==> src/rtl/flow_trace_pkg.sv <==
package flow_trace_pkg;

  typedef enum logic [2:0] {
    ET_STATUS  = 3'd0,
    ET_EXCEPT  = 3'd1,
    ET_IBRANCH = 3'd2,
    ET_FLUSH   = 3'd3,
    ET_TARGET  = 3'd4,
    ET_ADDR    = 3'd5,
    ET_FREEZE  = 3'd6
  } etype_e;

  localparam logic [2:0] FC_SEQ  = 3'b000;
  localparam logic [2:0] FC_EXC  = 3'b100;
  localparam logic [2:0] FC_IBR  = 3'b101;
  localparam logic [2:0] FC_QFL  = 3'b111;
  localparam logic [1:0] FL_FRZ  = 2'b11;

endpackage

==> src/rtl/flow_trace_decode.sv <==
module flow_trace_decode
  import flow_trace_pkg::*;
#(
  parameter int ADDR_W    = 32,
  parameter int MAX_FLUSH = 5
) (
  input  logic              clk,
  input  logic              rst,
  input  logic              clr,
  input  logic              half_bus,
  input  logic [2:0]        fetch_st,
  input  logic [1:0]        flush_st,
  input  logic              bus_valid,
  input  logic              bus_attr,
  input  logic [ADDR_W-1:0] bus_addr,
  output logic              ev_valid,
  output logic [ADDR_W+7:0] ev_data,
  output logic              dbg_active,
  output logic              proto_err
);
  localparam int RUN_MAX = MAX_FLUSH + 1;
  localparam int RUN_W   = $clog2(RUN_MAX + 1);

  logic             frozen_now, dbg_now, in_dbg, leaving, addr_hit, qfl;
  logic             frz_chg, stat_hit;
  logic [2:0]       fc_eff;
  logic [RUN_W-1:0] run_q, run_nxt;
  logic             dbg_q, pend_q, pend_d, frz_q, perr_q;
  etype_e           ety;
  logic [ADDR_W-1:0] pay;

  always_comb begin
    frozen_now = (flush_st == FL_FRZ);
    fc_eff     = half_bus ? FC_SEQ : fetch_st;
    in_dbg     = !half_bus && (fetch_st == FC_SEQ) && frozen_now;
    dbg_now    = frozen_now && (half_bus || fetch_st == FC_SEQ);
    leaving    = dbg_q && !dbg_now;
    addr_hit   = bus_valid && bus_attr;
    qfl        = (fc_eff == FC_QFL);
    frz_chg    = half_bus && (frozen_now != frz_q);
    stat_hit   = !half_bus && (fetch_st != FC_SEQ || flush_st != 2'b00);
    if (qfl)
      run_nxt = (run_q == RUN_W'(RUN_MAX)) ? run_q : run_q + 1'b1;
    else
      run_nxt = '0;
  end

  always_comb begin
    ety = ET_STATUS;
    pay = '0;
    if (addr_hit) begin
      ety = (pend_q || leaving) ? ET_TARGET : ET_ADDR;
      pay = bus_addr;
    end else if (frz_chg) begin
      ety = ET_FREEZE;
      pay = {{(ADDR_W-1){1'b0}}, frozen_now};
    end else begin
      case (fc_eff)
        FC_EXC:  ety = ET_EXCEPT;
        FC_IBR:  ety = ET_IBRANCH;
        FC_QFL:  begin ety = ET_FLUSH; pay = ADDR_W'(run_nxt); end
        default: ety = ET_STATUS;
      endcase
    end
  end

  always_comb begin
    pend_d = pend_q || leaving;
    if (addr_hit && !in_dbg) pend_d = 1'b0;
    if (fc_eff == FC_IBR) pend_d = 1'b1;
  end

  assign ev_valid   = !in_dbg && (addr_hit || frz_chg || stat_hit);
  assign ev_data    = {ety, fc_eff, flush_st, pay};
  assign dbg_active = dbg_q;
  assign proto_err  = perr_q;

  always_ff @(posedge clk) begin
    if (rst || clr) begin
      dbg_q  <= 1'b0;
      pend_q <= 1'b0;
      frz_q  <= 1'b0;
      perr_q <= 1'b0;
      run_q  <= '0;
    end else begin
      dbg_q  <= dbg_now;
      pend_q <= pend_d;
      frz_q  <= frozen_now;
      run_q  <= run_nxt;
      if (run_nxt > RUN_W'(MAX_FLUSH)) perr_q <= 1'b1;
    end
  end

  p_dbg_flag_r3: assert property (@(posedge clk) disable iff (rst)
    (!clr && !half_bus && fetch_st == FC_SEQ && flush_st == FL_FRZ) |=> dbg_active);
  p_dbg_quiet_r3: assert property (@(posedge clk) disable iff (rst)
    (!half_bus && fetch_st == FC_SEQ && flush_st == FL_FRZ) |-> !ev_valid);
  p_err_sticky_r5: assert property (@(posedge clk) disable iff (rst)
    (proto_err && !clr) |=> proto_err);
  p_half_vf_r6: assert property (@(posedge clk) disable iff (rst)
    (half_bus && ev_valid) |-> ev_data[ADDR_W+4:ADDR_W+2] == 3'b000);
  p_exit_target_r4: assert property (@(posedge clk) disable iff (rst)
    (dbg_active && !half_bus && flush_st == 2'b00 && bus_valid && bus_attr)
      |-> ev_data[ADDR_W+7:ADDR_W+5] == ET_TARGET);

endmodule

==> src/rtl/flow_trace_ctrl.sv <==
module flow_trace_ctrl (
  input  logic clk,
  input  logic rst,
  input  logic clr,
  input  logic mode_window,
  input  logic trig_start,
  input  logic trig_stop,
  input  logic ev_valid,
  input  logic full,
  input  logic pop,
  output logic wr_en,
  output logic ovw,
  output logic capturing,
  output logic overflow
);
  logic armed_q, ovf_q, want, room, lost;

  always_comb begin
    want  = armed_q && ev_valid;
    room  = !full || pop;
    wr_en = want && (room || !mode_window);
    ovw   = want && !room && !mode_window;
    lost  = want && !room && mode_window;
  end

  always_ff @(posedge clk) begin
    if (rst || clr) begin
      armed_q <= !mode_window;
      ovf_q   <= 1'b0;
    end else begin
      if (lost) ovf_q <= 1'b1;
      if (mode_window) begin
        if (lost || trig_stop) armed_q <= 1'b0;
        else if (trig_start)   armed_q <= 1'b1;
      end else if (trig_stop) begin
        armed_q <= 1'b0;
      end
    end
  end

  assign capturing = armed_q;
  assign overflow  = ovf_q;

  p_back_stop_r7: assert property (@(posedge clk) disable iff (rst)
    (!clr && !mode_window && trig_stop) |=> !capturing);
  p_win_start_r8: assert property (@(posedge clk) disable iff (rst)
    (!clr && mode_window && !capturing && trig_start && !trig_stop) |=> capturing);
  p_win_halt_r9: assert property (@(posedge clk) disable iff (rst)
    (!clr && mode_window && capturing && ev_valid && full && !pop) |=> (overflow && !capturing));
  p_ovf_sticky_r9: assert property (@(posedge clk) disable iff (rst)
    (overflow && !clr) |=> overflow);

endmodule

==> src/rtl/flow_trace_ring.sv <==
module flow_trace_ring #(
  parameter int DEPTH = 64,
  parameter int W     = 40
) (
  input  logic         clk,
  input  logic         rst,
  input  logic         clr,
  input  logic         wr_en,
  input  logic         ovw,
  input  logic [W-1:0] wr_data,
  input  logic         rd_ready,
  output logic         rd_valid,
  output logic [W-1:0] rd_data,
  output logic         full,
  output logic         pop
);
  localparam int PTR_W = (DEPTH > 1) ? $clog2(DEPTH) : 1;
  localparam int CNT_W = $clog2(DEPTH + 1);

  logic [W-1:0]     mem [DEPTH];
  logic [PTR_W-1:0] wr_ptr, rd_ptr;
  logic [CNT_W-1:0] cnt;

  function automatic logic [PTR_W-1:0] step(input logic [PTR_W-1:0] p);
    return (p == PTR_W'(DEPTH - 1)) ? '0 : p + 1'b1;
  endfunction

  assign rd_valid = (cnt != '0);
  assign full     = (cnt == CNT_W'(DEPTH));
  assign pop      = rd_valid && rd_ready;
  assign rd_data  = mem[rd_ptr];

  always_ff @(posedge clk) begin
    if (wr_en) mem[wr_ptr] <= wr_data;
  end

  always_ff @(posedge clk) begin
    if (rst || clr) begin
      wr_ptr <= '0;
      rd_ptr <= '0;
      cnt    <= '0;
    end else begin
      if (wr_en)        wr_ptr <= step(wr_ptr);
      if (pop || ovw)   rd_ptr <= step(rd_ptr);
      if (wr_en && !pop && !ovw) cnt <= cnt + 1'b1;
      else if (!wr_en && pop)    cnt <= cnt - 1'b1;
    end
  end

  p_no_overflow_r9: assert property (@(posedge clk) disable iff (rst)
    cnt <= CNT_W'(DEPTH));
  p_clear_r11: assert property (@(posedge clk) disable iff (rst)
    clr |=> !rd_valid);
  p_hold_r10: assert property (@(posedge clk) disable iff (rst)
    (rd_valid && !rd_ready && !clr) |=> rd_valid);
  p_fill_r10: assert property (@(posedge clk) disable iff (rst)
    (wr_en && !clr) |=> rd_valid);

endmodule

==> src/rtl/flow_trace_cap.sv <==
module flow_trace_cap #(
  parameter int ADDR_W    = 32,
  parameter int DEPTH     = 64,
  parameter int MAX_FLUSH = 5
) (
  input  logic              clk,
  input  logic              rst,
  input  logic              clr,
  input  logic              mode_window,
  input  logic              trig_start,
  input  logic              trig_stop,
  input  logic              half_bus,
  input  logic [2:0]        fetch_st,
  input  logic [1:0]        flush_st,
  input  logic              bus_valid,
  input  logic              bus_attr,
  input  logic [ADDR_W-1:0] bus_addr,
  input  logic              rd_ready,
  output logic              rd_valid,
  output logic [ADDR_W+7:0] rd_data,
  output logic              dbg_active,
  output logic              proto_err,
  output logic              overflow,
  output logic              capturing
);
  localparam int EW = ADDR_W + 8;

  logic          ev_valid, wr_en, ovw, full, pop;
  logic [EW-1:0] ev_data;

  flow_trace_decode #(.ADDR_W(ADDR_W), .MAX_FLUSH(MAX_FLUSH)) u_decode (
    .clk(clk), .rst(rst), .clr(clr), .half_bus(half_bus),
    .fetch_st(fetch_st), .flush_st(flush_st),
    .bus_valid(bus_valid), .bus_attr(bus_attr), .bus_addr(bus_addr),
    .ev_valid(ev_valid), .ev_data(ev_data),
    .dbg_active(dbg_active), .proto_err(proto_err)
  );

  flow_trace_ctrl u_ctrl (
    .clk(clk), .rst(rst), .clr(clr), .mode_window(mode_window),
    .trig_start(trig_start), .trig_stop(trig_stop),
    .ev_valid(ev_valid), .full(full), .pop(pop),
    .wr_en(wr_en), .ovw(ovw), .capturing(capturing), .overflow(overflow)
  );

  flow_trace_ring #(.DEPTH(DEPTH), .W(EW)) u_ring (
    .clk(clk), .rst(rst), .clr(clr), .wr_en(wr_en), .ovw(ovw),
    .wr_data(ev_data), .rd_ready(rd_ready),
    .rd_valid(rd_valid), .rd_data(rd_data), .full(full), .pop(pop)
  );

  p_reset_r12: assert property (@(posedge clk) rst |=> (!rd_valid && !overflow && !proto_err));

endmodule

==> config.mk <==
export PLATFORM = sky130hd
export DESIGN_NAME = flow_trace_cap
export DESIGN_NICKNAME = d
export VERILOG_FILES = /design/src/rtl/flow_trace_pkg.sv /design/src/rtl/flow_trace_decode.sv /design/src/rtl/flow_trace_ctrl.sv /design/src/rtl/flow_trace_ring.sv /design/src/rtl/flow_trace_cap.sv
export SDC_FILE = /design/constraint.sdc
export NUM_CORES = 2
export LEC_CHECK = 0
export BUFFER_PORTS_ARGS = -buffer_cell sky130_fd_sc_hd__buf_2
export CELL_PAD_IN_SITES_DETAIL_PLACEMENT = 1
export CELL_PAD_IN_SITES_GLOBAL_PLACEMENT = 2
export CORE_ASPECT_RATIO = 0.7
export CORE_MARGIN = 8
export CORE_UTILIZATION = 50
export CTS_BUF_LIST = sky130_fd_sc_hd__clkbuf_4 sky130_fd_sc_hd__clkbuf_8
export DETAILED_ROUTE_END_ITERATION = 12
export PLACE_DENSITY = 0.8
export SYNTH_ARGS = -nofsm -noshare
export SYNTH_HDL_FRONTEND = slang
export SYNTH_SLANG_ARGS = --single-unit
export TNS_END_PERCENT = 10
==> constraint.sdc <==
create_clock -name clk -period 15.85 [get_ports clk]
set_input_delay 1.585 -clock clk [delete_from_list [all_inputs] [get_ports clk]]
set_output_delay 1.585 -clock clk [all_outputs]
set_load 0.02 [all_outputs]
==> reports/metrics.cfg <==
[global_route]
antenna_found_initial=9
groute.usage.overall_pct=27.67
grt_max_degree=118
grt-ovfl-total=0
grt_pass1_vias=53020
grt_pass1_wl_um=415000

[worst_setup_path]
path_class=flip-flop to output pin
arrival_ns=6.85
path_cells=buf_4 > buf_4 > buf_4 > mux4_2 > o22ai_1 > nor2_1 > a21oi_1 > a221oi_1 > buf_2
worstPathMaxFanout=74
cp_data_required_time_ns=14.27
cp-start-kind=flip-flop
slowest_delay_ns=1.08
end_kind=output pin
crit_path_frequent_cell=buf_4
crit_slowest_cell=a221oi_1

[logic_synthesis]
synth_top_family_by_area=multiplexers
muxShareOfSynthArea_pct=15.40
synth-edff-count=2561
synthesis.area_sq_um=98960
syn_nets=4480
synth_ff_type=edfxtp_1
synthAdderAreaFrac_pct=0.1340
synthSimpleGateAreaFrac_pct=1.599
yosysUniqueCellTypes=60
synth_xor_area_share_pct=0.07965
ys_ff_latch=2594
async_reset_ff_share_pct=0
syn_inst=4423
ys_seq_area_share_pct=78.38
ys_warn_count=0
synth_compound_area_share_pct=3.283
synth_area_per_cell_sq_um=22.37

[pwr]
p_sw_share_pct=23.32
p_per_area_nw_per_um2=126.8
irDropWorstVdd_mv=0.07659
combPwrFrac_pct=8.5
seqPwrFrac_pct=54.0
total_power_mw=14.02
power.switching_mw=3.269
leakage_nw=30.95
clkPwrFrac_pct=37.5
p_int_mw=10.75

[finish]
fin_cells=7684
drive_gt1_share_pct=31.00
fin_util_pct=56.24
mostFrequentLayoutCells=edfxtp_1 (2561), mux4_2 (616), clkbuf_8 (396)
num-nets-final=4840
syn2layout_area_growth_pct=11.69
num-fill-cells=16730
mostFrequentLayoutCell=edfxtp_1

[sta]
min_period_ns=8.435
rsz0062_at_grt=false
worst_slack_ns=7.415
slew_headroom_pct=8.069
worst_slew_pin_slew_ns=1.379
hold_violations=0
finClkSkew_ns=0.06980
setup_viol=0
timing.setup.tns_ns=0
max_clock_freq_ghz=0.1186
timing.final.crit_share_pct=53.22
slew_violations=0

[clocking]
worstSkewPairLatency_ns=0.96
numCtsBuffers=382
cts_resized=0
post_cts_buffers=0
clockBufferDepth=4
cts-root-buf=clkbuf_8
cts.sinks=2594
cts_hold_buffers=0
h-tree-depth=5
cts_tree=yes
clk_pin_slew_ns=0.06

[routing]
viasPerCell=6.783
drc_errors=0
drtIter0Drc=7936
drtAntennaViolNets=0
drtPass1Iterations=5
wire_per_inst_um=39.14
finalWirelength_um=300800
dr_total_vias=52120

[place]
dpl.hpwl_um=159700
port_buffers=91
place_inst=7021
place_ws_ns=8.534
gp_congestion=0.7770

[die]
initial_utilization_pct=50.35
num_rows=136
die_y_um=388.2
core_area_sq_um=196500
die_area_sq_um=212600
io-pin-count=92
die_width_um=547.7

[hold_path]
hp-class=flip-flop to flip-flop

[status]
status=complete, no violations

[run]
max_cap_violations=0

-- synth_stat cells (all sizes together), types with 4 or more instances --
library cell / number / share of area, %
mux2: 18 / 0.20
a22oi: 14 / 0.11
nand4: 5 / 0.032
a211o: 4 / 0.035
and3: 36 / 0.23
xnor2: 4 / 0.035
mux2i: 115 / 1.2
o21ai: 43 / 0.22
buf: 114 / 0.58
nor2: 138 / 0.52
a211oi: 13 / 0.10
o22ai: 57 / 0.36
o31ai: 7 / 0.053
inv: 8 / 0.030
clkbuf: 136 / 0.52
dfxtp: 33 / 0.67
or2: 6 / 0.038
nand3: 14 / 0.071
a22o: 58 / 0.51
and2: 6 / 0.038
nand3b: 5 / 0.038
o221ai: 42 / 0.37
or3: 9 / 0.057
a221oi: 62 / 0.55
edfxtp: 2561 / 78
nor2b: 17 / 0.11
ha: 9 / 0.11
mux4: 616 / 14
nand2b: 14 / 0.088
xor2: 5 / 0.044
o211ai: 5 / 0.038
o221a: 4 / 0.046
nor3: 24 / 0.14
a21oi: 153 / 0.77
nand2: 46 / 0.18
-- cell families (layout without fill, tap and decap cells) --
kind of cell	after synthesis	after routing
flip-flops	2594	2594
multiplexers	749	749
AO/OA/AOI/OAI	476	476
AND/OR/NAND/NOR	327	327
buffers and inverters	258	893
adder cells (fa/ha/maj)	10	10
XOR/XNOR	9	9
other	0	4
-- worst max-delay path: cells and delay by family (launching register included) --
kind                   cells  cell delay (ns)
AND/OR/NAND/NOR            1             0.19
AO/OA/AOI/OAI              3             1.28
flip-flops                 1             1.03
multiplexers               1             0.38
buffers and inverters      4             2.91
-- power groups by stage --
stage          clock, mW  sequential (mW)  combinational [mW]
2_1_floorplan          0             7.70               0.911
3_3_place_gp           0             7.72                1.18
3_5_place_dp           0             7.72                1.21
4_1_cts             5.30             7.57                1.21
5_1_grt             5.55             7.57                1.28
6_report            5.25             7.57                1.20
-- registers in the layout (all words and copies together), names as in the netlist, named ones only --
signal               count
u_ring.rd_ptr            6
u_ring.mem            2560
u_decode.pend_q          1
u_ctrl.overflow          1
u_decode.proto_err       1
u_decode.run_q           3
u_ring.cnt               7
u_decode.frz_q           1
u_ring.wr_ptr            6
u_decode.dbg_active      1
u_ctrl.capturing         1
-- metrics by stage --
stage	instance area, sq um	hold slack [ns]
3_5_place_dp	103400	0.4585
6_report	110500	0.4701
4_1_cts	110500	0.4744
5_1_grt	110500	0.5026
3_3_place_gp	103400	0.4531
2_1_floorplan	98960	0.4622
-- cell type report --
| type | count | area [sq um] | area share (%) |
|---|---|---|---|
| clock inverters | 132 | 725.7 | 0.6566 |
| repair buffers | 226 | 1531 | 1.386 |
| diodes | 4 | 10.01 | 0.009056 |
| clock buffers | 527 | 6434 | 5.821 |
| inverters | 8 | 30.03 | 0.02717 |
| multi-input cells | 1571 | 20940 | 18.94 |
| flip-flops and latches | 2594 | 77580 | 70.19 |
| well taps | 2622 | 3281 | 2.968 |
-- worst paths after layout --
check,start,to,depth (start not counted),slack [ns]
max reg2reg,u_decode.frz_q,u_ring.mem[13][35],7,11.10
max,flip-flop,rd_data[11],9,7.41
min reg2reg,u_decode.proto_err,u_decode.proto_err,2,0.47
min,u_decode.proto_err,u_decode.proto_err,2,0.47
-- layer usage --
metal / vias to the layer above / routed length [um] / GRT usage (%)
met5: - / 8 / 0
met4: 2 / 11410 / 9.623
met1: 28180 / 117600 / 39.58
met2: 3692 / 137400 / 42.16
li1: 19640 / - / -
met3: 610 / 34340 / 6.698
Note: power is estimated with default switching activity, not from simulation.
